### config.mk
export PLATFORM = sky130hd
export DESIGN_NAME = pinbank_irq
export DESIGN_NICKNAME = d
export VERILOG_FILES = /design/src/rtl/pinbank_pkg.sv /design/src/rtl/pinbank_sync.sv /design/src/rtl/pinbank_detect.sv /design/src/rtl/pinbank_irq.sv
export SDC_FILE = /design/constraint.sdc
export NUM_CORES = 1
export LEC_CHECK = 0
export ABC_AREA = 1
export CAP_MARGIN = 25
export CORE_UTILIZATION = 50
export CTS_CLUSTER_SIZE = 8
export DETAILED_ROUTE_END_ITERATION = 6
export PLACE_DENSITY = 0.72
export SYNTH_ARGS = -nofsm -noshare
export SYNTH_HDL_FRONTEND = slang
export SYNTH_HIERARCHICAL = 1
export SYNTH_SLANG_ARGS = --single-unit
### constraint.sdc
create_clock -name clk -period 4.81 [get_ports clk]
set_input_delay 0.962 -clock clk [delete_from_list [all_inputs] [get_ports clk]]
set_output_delay 0.962 -clock clk [all_outputs]
set_load 0.02 [all_outputs]
### src/rtl/pinbank_pkg.sv
// Package: shared constants for the pin bank.
// Holds the bus widths and the byte offsets of every register.
package pinbank_pkg;
    localparam int ADDR_W = 8;
    localparam int DATA_W = 32;

    localparam logic [ADDR_W-1:0] A_OUT      = 8'h00;
    localparam logic [ADDR_W-1:0] A_IN       = 8'h04;
    localparam logic [ADDR_W-1:0] A_DIR      = 8'h08;
    localparam logic [ADDR_W-1:0] A_OUT_SET  = 8'h0C;
    localparam logic [ADDR_W-1:0] A_OUT_CLR  = 8'h10;
    localparam logic [ADDR_W-1:0] A_DIR_SET  = 8'h14;
    localparam logic [ADDR_W-1:0] A_DIR_CLR  = 8'h18;
    localparam logic [ADDR_W-1:0] A_MODE     = 8'h20;
    localparam logic [ADDR_W-1:0] A_POL      = 8'h24;
    localparam logic [ADDR_W-1:0] A_BOTH     = 8'h28;
    localparam logic [ADDR_W-1:0] A_CAP      = 8'h2C;
    localparam logic [ADDR_W-1:0] A_EN_SET   = 8'h30;
    localparam logic [ADDR_W-1:0] A_EN_CLR   = 8'h34;
endpackage

### src/rtl/pinbank_sync.sv
// Module: pad input synchronizer.
// Passes each pad through a chain of STAGES flops and also keeps the
// previous synchronized value, which edge detection compares against.
// Assumes the pads are asynchronous to clk. Reset is synchronous and
// active-low.
module pinbank_sync #(
    parameter int NUM_PINS = 32,
    parameter int STAGES   = 2
) (
    input  logic                clk,
    input  logic                rst_n,
    input  logic [NUM_PINS-1:0] pad_in,
    output logic [NUM_PINS-1:0] sync_o,
    output logic [NUM_PINS-1:0] prev_o
);
    logic [NUM_PINS-1:0] stage_q [STAGES];
    logic [NUM_PINS-1:0] prev_q;

    // Shift the pad values through the synchronizer chain.
    always_ff @(posedge clk) begin
        if (!rst_n) begin
            for (int i = 0; i < STAGES; i++) stage_q[i] <= '0;
        end else begin
            stage_q[0] <= pad_in;
            for (int i = 1; i < STAGES; i++) stage_q[i] <= stage_q[i-1];
        end
    end

    // Keep the last synchronized value for edge comparison.
    always_ff @(posedge clk) begin
        if (!rst_n) prev_q <= '0;
        else        prev_q <= stage_q[STAGES-1];
    end

    assign sync_o = stage_q[STAGES-1];
    assign prev_o = prev_q;
endmodule

### src/rtl/pinbank_detect.sv
// Module: per-pin event detector.
// Combinational. For each pin it raises hit_o when the trigger chosen by
// mode (1 = level), pol (1 = low/falling) and both (edge mode only) is met.
// Assumes cur and prev are synchronized values one cycle apart.
module pinbank_detect #(
    parameter int NUM_PINS = 32
) (
    input  logic [NUM_PINS-1:0] cur,
    input  logic [NUM_PINS-1:0] prev,
    input  logic [NUM_PINS-1:0] mode,
    input  logic [NUM_PINS-1:0] pol,
    input  logic [NUM_PINS-1:0] both,
    output logic [NUM_PINS-1:0] hit_o
);
    for (genvar g = 0; g < NUM_PINS; g++) begin : g_pin
        logic level_hit;
        logic rise;
        logic fall;
        logic edge_hit;

        // Work out the level and edge conditions for this pin.
        always_comb begin
            level_hit = cur[g] ^ pol[g];
            rise      = cur[g] & ~prev[g];
            fall      = ~cur[g] & prev[g];
            if (both[g])     edge_hit = rise | fall;
            else if (pol[g]) edge_hit = fall;
            else             edge_hit = rise;
        end

        assign hit_o[g] = mode[g] ? level_hit : edge_hit;
    end
endmodule

### src/rtl/pinbank_irq.sv
// Module: GPIO bank top. Holds the register file, the aliased set and
// clear writes, the capture register and the combined interrupt line.
// Assumes one write per bus_we cycle and a read address that is held
// while bus_rdata is sampled. Reset is synchronous and active-low.
module pinbank_irq
    import pinbank_pkg::*;
#(
    parameter int NUM_PINS    = 32,
    parameter int SYNC_STAGES = 2
) (
    input  logic                clk,
    input  logic                rst_n,
    input  logic [ADDR_W-1:0]   bus_addr,
    input  logic                bus_we,
    input  logic [DATA_W-1:0]   bus_wdata,
    output logic [DATA_W-1:0]   bus_rdata,
    output logic [NUM_PINS-1:0] pad_out,
    output logic [NUM_PINS-1:0] pad_oe,
    input  logic [NUM_PINS-1:0] pad_in,
    output logic                irq
);
    logic [NUM_PINS-1:0] out_q, dir_q, mode_q, pol_q, both_q, cap_q, en_q;
    logic [NUM_PINS-1:0] sync_v, prev_v, hit;
    logic [NUM_PINS-1:0] wmask;
    logic [NUM_PINS-1:0] cap_clr;

    assign wmask = bus_wdata[NUM_PINS-1:0];

    pinbank_sync #(.NUM_PINS(NUM_PINS), .STAGES(SYNC_STAGES)) u_sync (
        .clk    (clk),
        .rst_n  (rst_n),
        .pad_in (pad_in),
        .sync_o (sync_v),
        .prev_o (prev_v)
    );

    pinbank_detect #(.NUM_PINS(NUM_PINS)) u_detect (
        .cur   (sync_v),
        .prev  (prev_v),
        .mode  (mode_q),
        .pol   (pol_q),
        .both  (both_q),
        .hit_o (hit)
    );

    // Output value register with its set and clear aliases.
    always_ff @(posedge clk) begin
        if (!rst_n)                              out_q <= '0;
        else if (bus_we && bus_addr == A_OUT)     out_q <= wmask;
        else if (bus_we && bus_addr == A_OUT_SET) out_q <= out_q | wmask;
        else if (bus_we && bus_addr == A_OUT_CLR) out_q <= out_q & ~wmask;
    end

    // Direction register with its set and clear aliases.
    always_ff @(posedge clk) begin
        if (!rst_n)                              dir_q <= '0;
        else if (bus_we && bus_addr == A_DIR)     dir_q <= wmask;
        else if (bus_we && bus_addr == A_DIR_SET) dir_q <= dir_q | wmask;
        else if (bus_we && bus_addr == A_DIR_CLR) dir_q <= dir_q & ~wmask;
    end

    // Trigger configuration registers, written directly.
    always_ff @(posedge clk) begin
        if (!rst_n) begin
            mode_q <= '0;
            pol_q  <= '0;
            both_q <= '0;
        end else if (bus_we) begin
            if (bus_addr == A_MODE) mode_q <= wmask;
            if (bus_addr == A_POL)  pol_q  <= wmask;
            if (bus_addr == A_BOTH) both_q <= wmask;
        end
    end

    // Interrupt enables, changed only through the set and clear aliases.
    always_ff @(posedge clk) begin
        if (!rst_n)                             en_q <= '0;
        else if (bus_we && bus_addr == A_EN_SET) en_q <= en_q | wmask;
        else if (bus_we && bus_addr == A_EN_CLR) en_q <= en_q & ~wmask;
    end

    // Capture register: a new event wins over a clear in the same cycle.
    assign cap_clr = (bus_we && bus_addr == A_CAP) ? wmask : '0;
    always_ff @(posedge clk) begin
        if (!rst_n) cap_q <= '0;
        else        cap_q <= (cap_q & ~cap_clr) | hit;
    end

    // Read mux; the aliases and unmapped offsets return zero.
    always_comb begin
        case (bus_addr)
            A_OUT:    bus_rdata = DATA_W'(out_q);
            A_IN:     bus_rdata = DATA_W'(sync_v);
            A_DIR:    bus_rdata = DATA_W'(dir_q);
            A_MODE:   bus_rdata = DATA_W'(mode_q);
            A_POL:    bus_rdata = DATA_W'(pol_q);
            A_BOTH:   bus_rdata = DATA_W'(both_q);
            A_CAP:    bus_rdata = DATA_W'(cap_q);
            A_EN_SET: bus_rdata = DATA_W'(en_q);
            default:  bus_rdata = '0;
        endcase
    end

    assign pad_out = out_q;
    assign pad_oe  = dir_q;
    assign irq     = |(cap_q & en_q);
endmodule

-- After elaboration in Yosys (flattened, before gate mapping)
Memory sizes are Yosys's and may differ from the RTL's.
Index checks and enable logic that the tools add are counted.
- bits in registers: 256
- memory bits (writable): 64
- bits of input ports: 75
- output and inout bits: 97
- logic and storage cells: 353
- memories: 1
- equality and inequality tests: 12
- muxes and demuxes: 110
- bitwise logic cells: 205
- reductions and logical operators: 17
- memory list (name ; words ; bits a word ; read ports ; clocked after memory_dff ; wr ports ; line ; text):
    u_sync.stage_q ; 2 ; 32 ; 2 ; 0 ; 2 ; pinbank_sync.sv:16 ; logic [NUM_PINS-1:0] stage_q [STAGES];
- operators with widths (kind ; number):
    $mux W32 ; 11
    $pmux W32 S8 ; 1
    $and A32 B32 Y32 ; 5
    $or A32 B32 Y32 ; 4
    $mux W1 ; 98
    $and A1 B1 Y1 ; 64
    $not A1 Y1 ; 64
    $not A32 Y32 ; 2
    $eq A8 B6 Y1 const B ; 6
    $or A1 B1 Y1 ; 34
    $reduce_or A32 Y1 ; 1
    $xor A1 B1 Y1 ; 32
    $eq A8 B5 Y1 const B ; 3
    $eq A8 B4 Y1 const B ; 2
    $logic_and A1 B1 Y1 ; 9
    $eq A8 B3 Y1 const B ; 1
    $logic_not A8 Y1 ; 1
    $reduce_and A2 Y1 ; 3
    $reduce_bool A3 Y1 ; 2
    $reduce_bool A2 Y1 ; 1

-- Longest topological paths before layout
- word-level depth: 6
- gate-level depth with buffers: 10
- gate-level depth less buffers: 9

-- Hierarchy
The synthesis kept the hierarchy.
- by module, submodules not included (module ; times used ; cells each ; area an instance (sq um) ; sequential area each (sq um)):
    pinbank_irq ; 1 ; 1605 ; 10623.9 ; 4484.3
    pinbank_sync ; 1 ; 331 ; 3000.4 ; 1921.8
    pinbank_detect ; 1 ; 480 ; 2722.6 ; 0.0

-- Worst setup path after synthesis
No wires, ideal clock.
- kind: input to output
- from: input port bus_addr[7]
- to: output port bus_rdata[22]
- arrival time: 2.020 ns
- data required time: 3.848 ns
- slack: 1.828 ns
- stages: 8
- buffers on the path: 1
- cell sequence: nor2_2 -> nand3_4 -> inv_2 -> clkbuf_1 -> nand3_1 -> o21ai_0 -> nor2_1 -> nand3b_1
- word-level cells in the longest chain between the ends: 2
- elaborated cells on any way between the ends: 9
- those cells by class: eq/ne: 7; mux: 1; reduce/logical: 1
- ends and longest elaborated chain (what ; line ; text):
    start, declared ; pinbank_irq.sv:13 ; input logic [ADDR_W-1:0] bus_addr,
    $eq A8 B6 Y1, or another cell as far along ; pinbank_irq.sv:91 ; case (bus_addr)
    $pmux W32 S8 (*) ; pinbank_irq.sv:91 ;
    end, declared ; pinbank_irq.sv:16 ; output logic [DATA_W-1:0] bus_rdata,
Mark *: on every way between the ends. The rest lies on a longest branch, timed or not.

-- Final worst setup path
- from: input port bus_addr[5]
- to: output port bus_rdata[5]
The elaborated chain is that of the path after synthesis.

==> impl_metrics.csv <==
group,metric,value,unit
status,status,"finished, final reports clean",
routing,finalWirelength,51920,um
clock_network,tritoncts,"built",
floorplan,ios,172,
setup_path,reg2reg_to,"cap_q[3]",
sta,finalCritPeriodShare,91.72,%
sta,hold_viol,0,
global_routing,grt_pass1_wl,80830,um
flow_run,cap_viol_max_count,0,
hold_path,hold_depth,2,
global_routing,track_usage,30.63,%
sta,drv_slew,0,
global_routing,met3_usage,6.056,%
routing,ant_nets,0,
sta,tightest_slew,1039,ps
synth,synth_fp_nets,2555,
power_and_ir_drop,switching_power,1379,uW
setup_path,crit_arrival,3450,ps
global_routing,grt_use_met1,38.65,%
synth,yosysSeqAreaShare,39.19,%
floorplan,initial_utilization,51.28,%
power_and_ir_drop,ir_drop,0.2282,mV
sta,hold_ws,399.9,ps
power_and_ir_drop,power_leakage,0.008682,uW
final_layout,drive_above_1_share,9.116,%
synth,syn_area,16350,um2
power_and_ir_drop,p_int,4538,uW
sta,fin_crit,4412,ps
synth,syn_avg_cell_area,6.766,um2
floorplan,fp.dieW,182.8,um
setup_path,r2r_setup_slack,3380,ps
global_routing,grt_max_degree,92,
clock_network,cts_max_level,2,
sta,rsz0062_at_grt,"no",
power_and_ir_drop,clock_power_share,47.7,%
setup_path,worstReg2RegStart,"u_sync/stage_q[0][35]",
clock_network,clock_path_buffers,3,
floorplan,num_rows,65,
sta,clock_skew,8.859,ps
clock_network,post_cts_buffers,0,
final_layout,final_core_util,60.49,%
setup_path,cp-end-kind,"primary output",
clock_network,cts.root.buffer_cell,"clkbuf_16",
clock_network,cts_hold_buf,0,
synth,ys_seq_elements,320,
placement,gp_congestion,0.8901,
setup_path,rr_worst_depth,7,
final_layout,syn2layout_area_growth,17.98,%
global_routing,grt_overflow,0,
setup_path,crit_fanout,8,
clock_network,cts_buffers,45,
placement,dp_slack,506.3,ps
power_and_ir_drop,p_sw_share,23.31,%
hold_path,min_path_type,"reg2reg",
placement,io_buffers,171,
clock_network,clock_sinks,320,
clock_network,insertion_delay,540,ps
routing,num_vias,16142,
sta,maxSlewHeadroom,30.48,%
global_routing,antenna_found_initial,2,
hold_path,hold_end,"u_sync/stage_q[0][37]",
floorplan,die-area,33420,um2
placement,dp_hpwl,31850,um
sta,setup_ws,398.3,ps
setup_path,critPathLaunchType,"input pin",
power_and_ir_drop,pwr-share-seq,46.4,%
sta,fin_setup_tns,0,ps
hold_path,hp-start,"u_sync/stage_q[0][5]",
final_layout,final_nets,2661,
power_and_ir_drop,combinationalPowerShare,5.9,%
floorplan,core_area,31880,um2
final_layout,final_common_cell,"nand2_1",
floorplan,dieHeight,182.8,um
global_routing,grt_pass1_vias,15290,
global_routing,met2_usage,50.53,%
clock_network,cts_resized,0,
routing,drt-pass1-iter-count,6,
global_routing,grt_most_used_layer,"met2",
synth,ys_types,29,
setup_path,cp.required,3850,ps
final_layout,final_cell_mix,"nand2_1, dfxtp_1, inv_1",
sta,max_freq,0.2267,GHz
synth,yosysWarnings,6,
routing,dr.first_iter.drc_count,1706,
clock_network,clk_pin_slew_worst_paths,50,ps
routing,vias_per_cell,5.455,
setup_path,worstSetupPathType,"in2out",
synth,synthCells,2416,
routing,post-route-drc-count,0,
power_and_ir_drop,power_density,306.8,nW/um2
routing,post_drt_wl_per_cell,17.55,um
sta,setup_viol,0,
cell usage after synthesis (all sizes together):
library cell  number  share of area [%]
nand2            826                 20
dfxtp            320                 39
inv              313                7.2
a21oi            242                7.4
nand3            201                7.3
o21ai            166                5.1
nor2             107                2.6
buf              106                4.4
ha                64                4.9
clkbuf            41               0.94
nand4             14               0.54
nand3b             7               0.32
nor3               4               0.29
a31oi              2              0.077
and3               2              0.077
a22o               1              0.054
worst max-delay path by stage:
stage / start / endpoint / slack (ps) / cells after the start
finish: bus_addr[5] / bus_rdata[5] / 400 / 10
CTS: bus_addr[5] / bus_rdata[0] / 440 / 11
floorplan: bus_addr[7] / bus_rdata[22] / 1830 / 8
detailed placement: bus_addr[0] / bus_rdata[30] / 510 / 10
global placement: bus_addr[5] / bus_rdata[0] / 510 / 11
global route: bus_addr[5] / bus_rdata[5] / 250 / 10
critical path, cell delays in order:
cell and delay (ps):
clkdlybuf4s50_1 530, inv_1 110, nor3_2 380, nand2_2 100, inv_2 220, buf_4 250, nand2_1 80, nand3_1 60
nand3b_1 130, clkdlybuf4s50_1 620
power by group through the flow:
stage / combinational, uW / clock [uW] / sequential [uW]
floorplan: 217 / 0 / 2780
global placement: 329 / 0 / 2800
detailed placement: 339 / 0 / 2800
CTS: 342 / 2850 / 2750
global route: 384 / 2960 / 2750
finish: 350 / 2820 / 2750
final cells by class:
class / count / area (um2)
flip-flops and latches: 320 / 6406
clock inverters: 1 / 8.758
clock buffers: 47 / 1176
multi-input cells: 1636 / 7913
well taps: 435 / 544.3
diodes: 1 / 2.502
inverters: 313 / 1177
repair buffers: 206 / 2058
fillers: 2994 / 12590
per-layer routing:
layer | routed length (um) | vias to the layer above
met3 | 5010 | 161
met4 | 1879 | 2
met5 | 10 | -
li1 | - | 7748
met2 | 23800 | 832
met1 | 21220 | 7399
kinds of logic after synthesis:
family,share of synthesized area (%)
AOI/OAI and AO/OA,12.62
adders and majority gates,4.899
buffers and inverters,12.51
DFF,39.19
and+or+nand+nor,30.78
through the flow:
| step | area (um2) | total power (uW) | instances |
|---|---|---|---|
| 6_report | 19290 | 5917 | 2959 |
| 3_5_place_dp | 18070 | 3137 | 2909 |
| 3_3_place_gp | 18070 | 3126 | 2909 |
| 2_1_floorplan | 16350 | 2999 | 2416 |
| 5_1_grt | 19290 | 6094 | 2959 |
| 4_1_cts | 19260 | 5941 | 2957 |
Note: power is estimated with default switching activity, not from simulation.
